$ cat config.mk
export PLATFORM = sky130hd
export DESIGN_NAME = pm_state_ctrl
export DESIGN_NICKNAME = d
export VERILOG_FILES = /design/src/rtl/pm_pkg.sv /design/src/rtl/pm_ctrl.sv /design/src/rtl/pm_datapath.sv /design/src/rtl/pm_state_ctrl.sv
export SDC_FILE = /design/constraint.sdc
export NUM_CORES = 1
export LEC_CHECK = 0
export BUFFER_PORTS_ARGS = -buffer_cell sky130_fd_sc_hd__buf_4
export CORE_AREA = 2 2 39 41
export DETAILED_ROUTE_END_ITERATION = 10
export DIE_AREA = 0 0 41 43
export GPL_ROUTABILITY_DRIVEN = 0
export MAX_ROUTING_LAYER = met4
export PLACE_DENSITY = 0.65
export SETUP_SLACK_MARGIN = 0.02
export SYNTH_ARGS = -nofsm -noshare
export SYNTH_HDL_FRONTEND = slang
export SYNTH_SLANG_ARGS = --single-unit
$ cat constraint.sdc
create_clock -name clk -period 3.18 [get_ports clk]
set_input_delay 0.954 -clock clk [delete_from_list [all_inputs] [get_ports clk]]
set_output_delay 0.954 -clock clk [all_outputs]
set_load 0.02 [all_outputs]
$ cat src/rtl/pm_pkg.sv
package pm_pkg;
  typedef enum logic [1:0] {
    ST_DR  = 2'b00,
    ST_D0U = 2'b01,
    ST_D0A = 2'b10,
    ST_D3  = 2'b11
  } pmState_t;

  localparam logic [1:0] REQ_D0 = 2'b00;
  localparam logic [1:0] REQ_D3 = 2'b11;

  typedef struct packed {
    logic setStatus;
    logic clrStatus;
    logic wakeArm;
  } pmStrobe_t;
endpackage

$ cat src/rtl/pm_ctrl.sv
module pm_ctrl
  import pm_pkg::*;
(
  input  logic       clk,
  input  logic       rstN,
  input  logic       powerGood,
  input  logic       pgStable,
  input  logic       pmEnableInit,
  input  logic       reqWrite,
  input  logic [1:0] reqState,
  input  logic       memEnable,
  input  logic       pmeStatusClr,
  input  logic       apmWakeEn,
  input  logic       wakeEvent,
  output pmState_t   state,
  output pmStrobe_t  strobes
);
  pmState_t nextState;
  logic     d3Req;
  logic     d0Req;

  assign d3Req = reqWrite && (reqState == REQ_D3) && pmEnableInit;
  assign d0Req = reqWrite && (reqState == REQ_D0);

  always_comb begin
    nextState = state;
    unique case (state)
      ST_DR:  if (pgStable) nextState = ST_D0U;
      ST_D0U: begin
        if (d3Req)          nextState = ST_D3;
        else if (memEnable) nextState = ST_D0A;
      end
      ST_D0A: begin
        if (d3Req)           nextState = ST_D3;
        else if (!memEnable) nextState = ST_D0U;
      end
      ST_D3:  if (d0Req) nextState = ST_D0U;
      default: nextState = ST_DR;
    endcase
    if (!powerGood) nextState = ST_DR;
  end

  always_ff @(posedge clk or negedge rstN) begin
    if (!rstN) state <= ST_DR;
    else       state <= nextState;
  end

  always_comb begin
    strobes.wakeArm   = (state != ST_DR) && powerGood;
    strobes.setStatus = wakeEvent && strobes.wakeArm &&
                        (apmWakeEn || ((state == ST_D3) && pmEnableInit));
    strobes.clrStatus = (state == ST_DR) || !powerGood || pmeStatusClr;
  end

  AST_PG_LOSS_DR: assert property (@(posedge clk) disable iff (!rstN)
    !powerGood |=> state == ST_DR);

  AST_DR_EXIT_STABLE: assert property (@(posedge clk) disable iff (!rstN)
    (state == ST_D0U && $past(state) == ST_DR) |-> $past(pgStable));

  AST_D3_ENTRY_REQ: assert property (@(posedge clk) disable iff (!rstN)
    (state == ST_D3 && $past(state) != ST_D3) |->
      $past(reqWrite && reqState == REQ_D3 && pmEnableInit));
endmodule

$ cat src/rtl/pm_datapath.sv
module pm_datapath
  import pm_pkg::*;
#(
  parameter int PG_STABLE = 2
) (
  input  logic      clk,
  input  logic      rstN,
  input  logic      powerGood,
  input  logic      pmeEnable,
  input  logic      apmWakeEn,
  input  pmStrobe_t strobes,
  output logic      pgStable,
  output logic      pmeStatus,
  output logic      wakeReq
);
  localparam int CNT_W = $clog2(PG_STABLE + 1);
  localparam logic [CNT_W-1:0] CNT_MAX  = CNT_W'(PG_STABLE);
  localparam logic [CNT_W-1:0] CNT_LAST = CNT_W'(PG_STABLE - 1);

  logic [CNT_W-1:0] goodCnt;

  always_ff @(posedge clk or negedge rstN) begin
    if (!rstN)                  goodCnt <= '0;
    else if (!powerGood)        goodCnt <= '0;
    else if (goodCnt != CNT_MAX) goodCnt <= goodCnt + 1'b1;
  end

  assign pgStable = powerGood && (goodCnt >= CNT_LAST);

  always_ff @(posedge clk or negedge rstN) begin
    if (!rstN)                  pmeStatus <= 1'b0;
    else if (strobes.setStatus) pmeStatus <= 1'b1;
    else if (strobes.clrStatus) pmeStatus <= 1'b0;
  end

  always_ff @(posedge clk or negedge rstN) begin
    if (!rstN) wakeReq <= 1'b0;
    else       wakeReq <= pmeStatus && (pmeEnable || apmWakeEn) && strobes.wakeArm;
  end

  AST_STATUS_STICKY: assert property (@(posedge clk) disable iff (!rstN)
    (pmeStatus && !strobes.clrStatus) |=> pmeStatus);

  AST_WAKE_GATED: assert property (@(posedge clk) disable iff (!rstN)
    wakeReq |-> $past(pmeStatus && (pmeEnable || apmWakeEn)));
endmodule

$ cat src/rtl/pm_state_ctrl.sv
module pm_state_ctrl
  import pm_pkg::*;
#(
  parameter int PG_STABLE = 2
) (
  input  logic       clk,
  input  logic       rstN,
  input  logic       powerGood,
  input  logic       pmEnableInit,
  input  logic       reqWrite,
  input  logic [1:0] reqState,
  input  logic       memEnable,
  input  logic       pmeEnable,
  input  logic       pmeStatusClr,
  input  logic       apmWakeEn,
  input  logic       wakeEvent,
  output logic [1:0] pmState,
  output logic       pmeStatus,
  output logic       wakeN
);
  pmState_t  state;
  pmStrobe_t strobes;
  logic      pgStable;
  logic      wakeReq;

  pm_ctrl i_ctrl (
    .clk(clk), .rstN(rstN), .powerGood(powerGood), .pgStable(pgStable),
    .pmEnableInit(pmEnableInit), .reqWrite(reqWrite), .reqState(reqState),
    .memEnable(memEnable), .pmeStatusClr(pmeStatusClr), .apmWakeEn(apmWakeEn),
    .wakeEvent(wakeEvent), .state(state), .strobes(strobes)
  );

  pm_datapath #(.PG_STABLE(PG_STABLE)) i_datapath (
    .clk(clk), .rstN(rstN), .powerGood(powerGood), .pmeEnable(pmeEnable),
    .apmWakeEn(apmWakeEn), .strobes(strobes), .pgStable(pgStable),
    .pmeStatus(pmeStatus), .wakeReq(wakeReq)
  );

  assign pmState = state;
  assign wakeN   = !wakeReq;

  AST_DR_QUIET: assert property (@(posedge clk) disable iff (!rstN)
    (pmState == ST_DR) |-> (wakeN && !pmeStatus));
endmodule

==> metrics <==
RSZ-0062 raised after global routing false; Worst Path Max Fanout 5; commonest non-fill, non-tap cell in the layout buf_4; antenna violations before repair 0; num ports 16; slowest stage delay, CP roughly 0.42 ns; period utilisation layout a little under three fifths; Post-Syn Area 417 um2; reg2reg end i_ctrl.state[0]$_DFFE_PN0P_; Routed Antenna Nets 0; cell-internal power ~0.00022 W; Logic pwr share 48.5%; WP buf/inv 1; status finished clean; Synthesized Nets 60; Worst Reg-to-Reg Cells 5; first-pass GRT wire length between 1000 and 1500 um; CP delay by family, top flip-flops; NetSw approximately 0.00014 W; met3 usage approximately 4.7%; reg-to-reg slack, setup between 1.5 and 2 ns; Clock Skew about 0.0003 ns; fin crit period about 1.8 ns; GRT Util Overall between 10% and 20%; post-synth cell types 20; crit path kind register to output port; max cap viols 0; Synthesis Warnings 0; TritonCTS Sinks 6; setup violators final 0; final HPWL from detailed placement between 600 and 700 um; Max IR drop VDD 213 uV; Yosys reg bits 6; die width roughly 41 um; clock latency on the worst-skew pair between 0.2 and 0.25 ns; Max-slew headroom between 80% and 90%; number of CTS-inserted buffers 3; Core Area approximately 1400 um2; Final Hold Viols 0; WP depth 1; CTS tree built; Clk pwr share 19.5%; GR Util met1 between 10% and 20%; router iterations before antenna repair 1; Critical Path Start i_ctrl.state[1]$_DFFE_PN0P_; Seq pwr share about a third; FILL cells around 150; Reg area ~150 um2; Via Count 366; CP Cell Sequence buf_4; crit path to pmState[1]; hold slack 0.510 ns; crit start category register; layout net count 80; largest net degree at the start of global routing 7; min-delay worst type input pin to asynchronous set/reset pin; met2 usage roughly 18%; layout cells sized above 1 ~37%; Syn Area/Cell 9.92 um2; LEAKAGE ~0.3 nW; maximum clock rate between 500 and 600 MHz; number of global-route vias before repair approximately 360; Post-CTS Resized 0; reg2reg start i_ctrl.state[0]$_DFFE_PN0P_; Reg clk slew, reported paths 0.04 ns; sequential share of the synthesized area between 30 and 40%; Die Area ~1800 um2; slew at the pin closest to its max-slew limit 0.223 ns; Iter 0 DRT Violations 0; WL final 818 um; initial core utilization 30.1%; WL/cell approximately 11 um; Post-CTS Setup Bufs 0; slowest library cell on the worst path dfrtp_1; DRC 0; CTS Buffer Depth 2; Worst EP required about 2.2 ns; Post-CTS Hold Buffers 0; Die Span Y between 40 and 50 um; Post-Synthesis Cells 42; Setup Total Neg Slack 0 ns; CP arrival between 0.8 and 0.9 ns; FP Rows 14; htree depth 1; root buffer cell clkbuf_4; GR peak layer met2; switching share of total power 38.8%; Final Max Slew Viols 0; commonest non-fill, non-tap cells in the layout buf_4 (15), inv_1 (7), ha_1 (6), dfrtp_1 (6); Via density 4.82; area grow syn2layout 37.2%; grt ovf 0; n_diodes 0; PwrDens 624 nW/um2; Crit. End Element output port; area of the multi-input gates about 240 um2; Buffers on Ports 15
## stage by stage
stage / total power, W / std cells / instance area (um2) / setup slack [ns] / utilization (%)
floorplan: 0.000237 / 42 / 417 / 1.46 / -
global placement: 0.000288 / 73 / 549 / 1.33 / 39.7
detailed placement: 0.000290 / 73 / 549 / 1.31 / 39.7
CTS: 0.000363 / 76 / 572 / 1.37 / 41.3
global route: 0.000392 / 76 / 572 / 1.34 / 41.3
finish: 0.000357 / 76 / 572 / 1.38 / 41.3
## power groups by stage
stage / Clock (W) / Combinational, W / Sequential, W
after global placement: 0 / 0.000174 / 0.000114
after detailed placement: 0 / 0.000175 / 0.000116
final: 0.0000697 / 0.000173 / 0.000114
after CTS: 0.0000732 / 0.000175 / 0.000114
after floorplan: 0 / 0.000115 / 0.000123
after global routing: 0.0000789 / 0.000195 / 0.000118
## area by class of cell
cell class | instances | share of cell area [%]
clock buffer | 3 | 3.94
inverter | 7 | 4.60
tap | 16 | 3.50
timing repair buffer | 15 | 19.7
multi-input combinational | 29 | 42.0
sequential | 6 | 26.3
## how the worst min path moves through the flow
stage	to	cells past startpoint	slack (ns)	start
2_1_floorplan	i_datapath.goodCnt[0]$_DFFE_PN0P_	2	0.50	i_datapath.goodCnt[0]$_DFFE_PN0P_
3_3_place_gp	i_datapath.goodCnt[0]$_DFFE_PN0P_	2	0.52	i_datapath.goodCnt[0]$_DFFE_PN0P_
3_5_place_dp	i_datapath.goodCnt[0]$_DFFE_PN0P_	2	0.55	i_datapath.goodCnt[0]$_DFFE_PN0P_
4_1_cts	i_ctrl.state[0]$_DFFE_PN0P_	1	0.51	rstN
5_1_grt	i_ctrl.state[0]$_DFFE_PN0P_	1	0.50	rstN
6_report	i_datapath.wakeReq$_DFF_PN0_	1	0.51	rstN
## state kept, by name, indices dropped and copies added, names as in the netlist
signal	count
i_datapath.goodCnt	2
i_datapath.pmeStatus	1
i_ctrl.state	2
i_datapath.wakeReq	1
## logic make-up (layout without fill, tap and decap cells)
kind of cell,after synthesis,count (layout),synth area share [%]
compound gates,9,9,18.0
xor+xnor,1,1,2.10
fa+ha+maj,6,6,18.0
buf+inv,7,25,6.31
flops,6,6,36.0
mux,2,2,4.80
simple gates,11,11,14.7
## cells in the mapped netlist
| cell | instances | area [um2] |
|---|---|---|
| a21o_2 | 1 | 8.76 |
| a21oi_1 | 2 | 10.0 |
| and4_4 | 1 | 11.3 |
| dfrtp_1 | 6 | 150 |
| ha_1 | 6 | 75.1 |
| inv_1 | 7 | 26.3 |
| mux2i_1 | 2 | 20.0 |
| nand2_1 | 3 | 11.3 |
| nand3b_1 | 1 | 7.51 |
| nor2_1 | 3 | 11.3 |
| nor2b_1 | 1 | 6.26 |
| nor3_1 | 1 | 5.00 |
| nor4b_1 | 1 | 8.76 |
| o211ai_1 | 1 | 7.51 |
| o21ai_0 | 1 | 5.00 |
| o21ai_2 | 1 | 8.76 |
| o311a_1 | 1 | 10.0 |
| o31a_1 | 1 | 8.76 |
| o41ai_2 | 1 | 16.3 |
| xor2_1 | 1 | 8.76 |
## per-layer routing
layer / routed length [um] / up-vias
li1: - / 183
met1: 343 / 162
met2: 350 / 17
met3: 97 / 4
met4: 26 / 0
met5: 0 / -
Power figures use the tool's default switching activity.
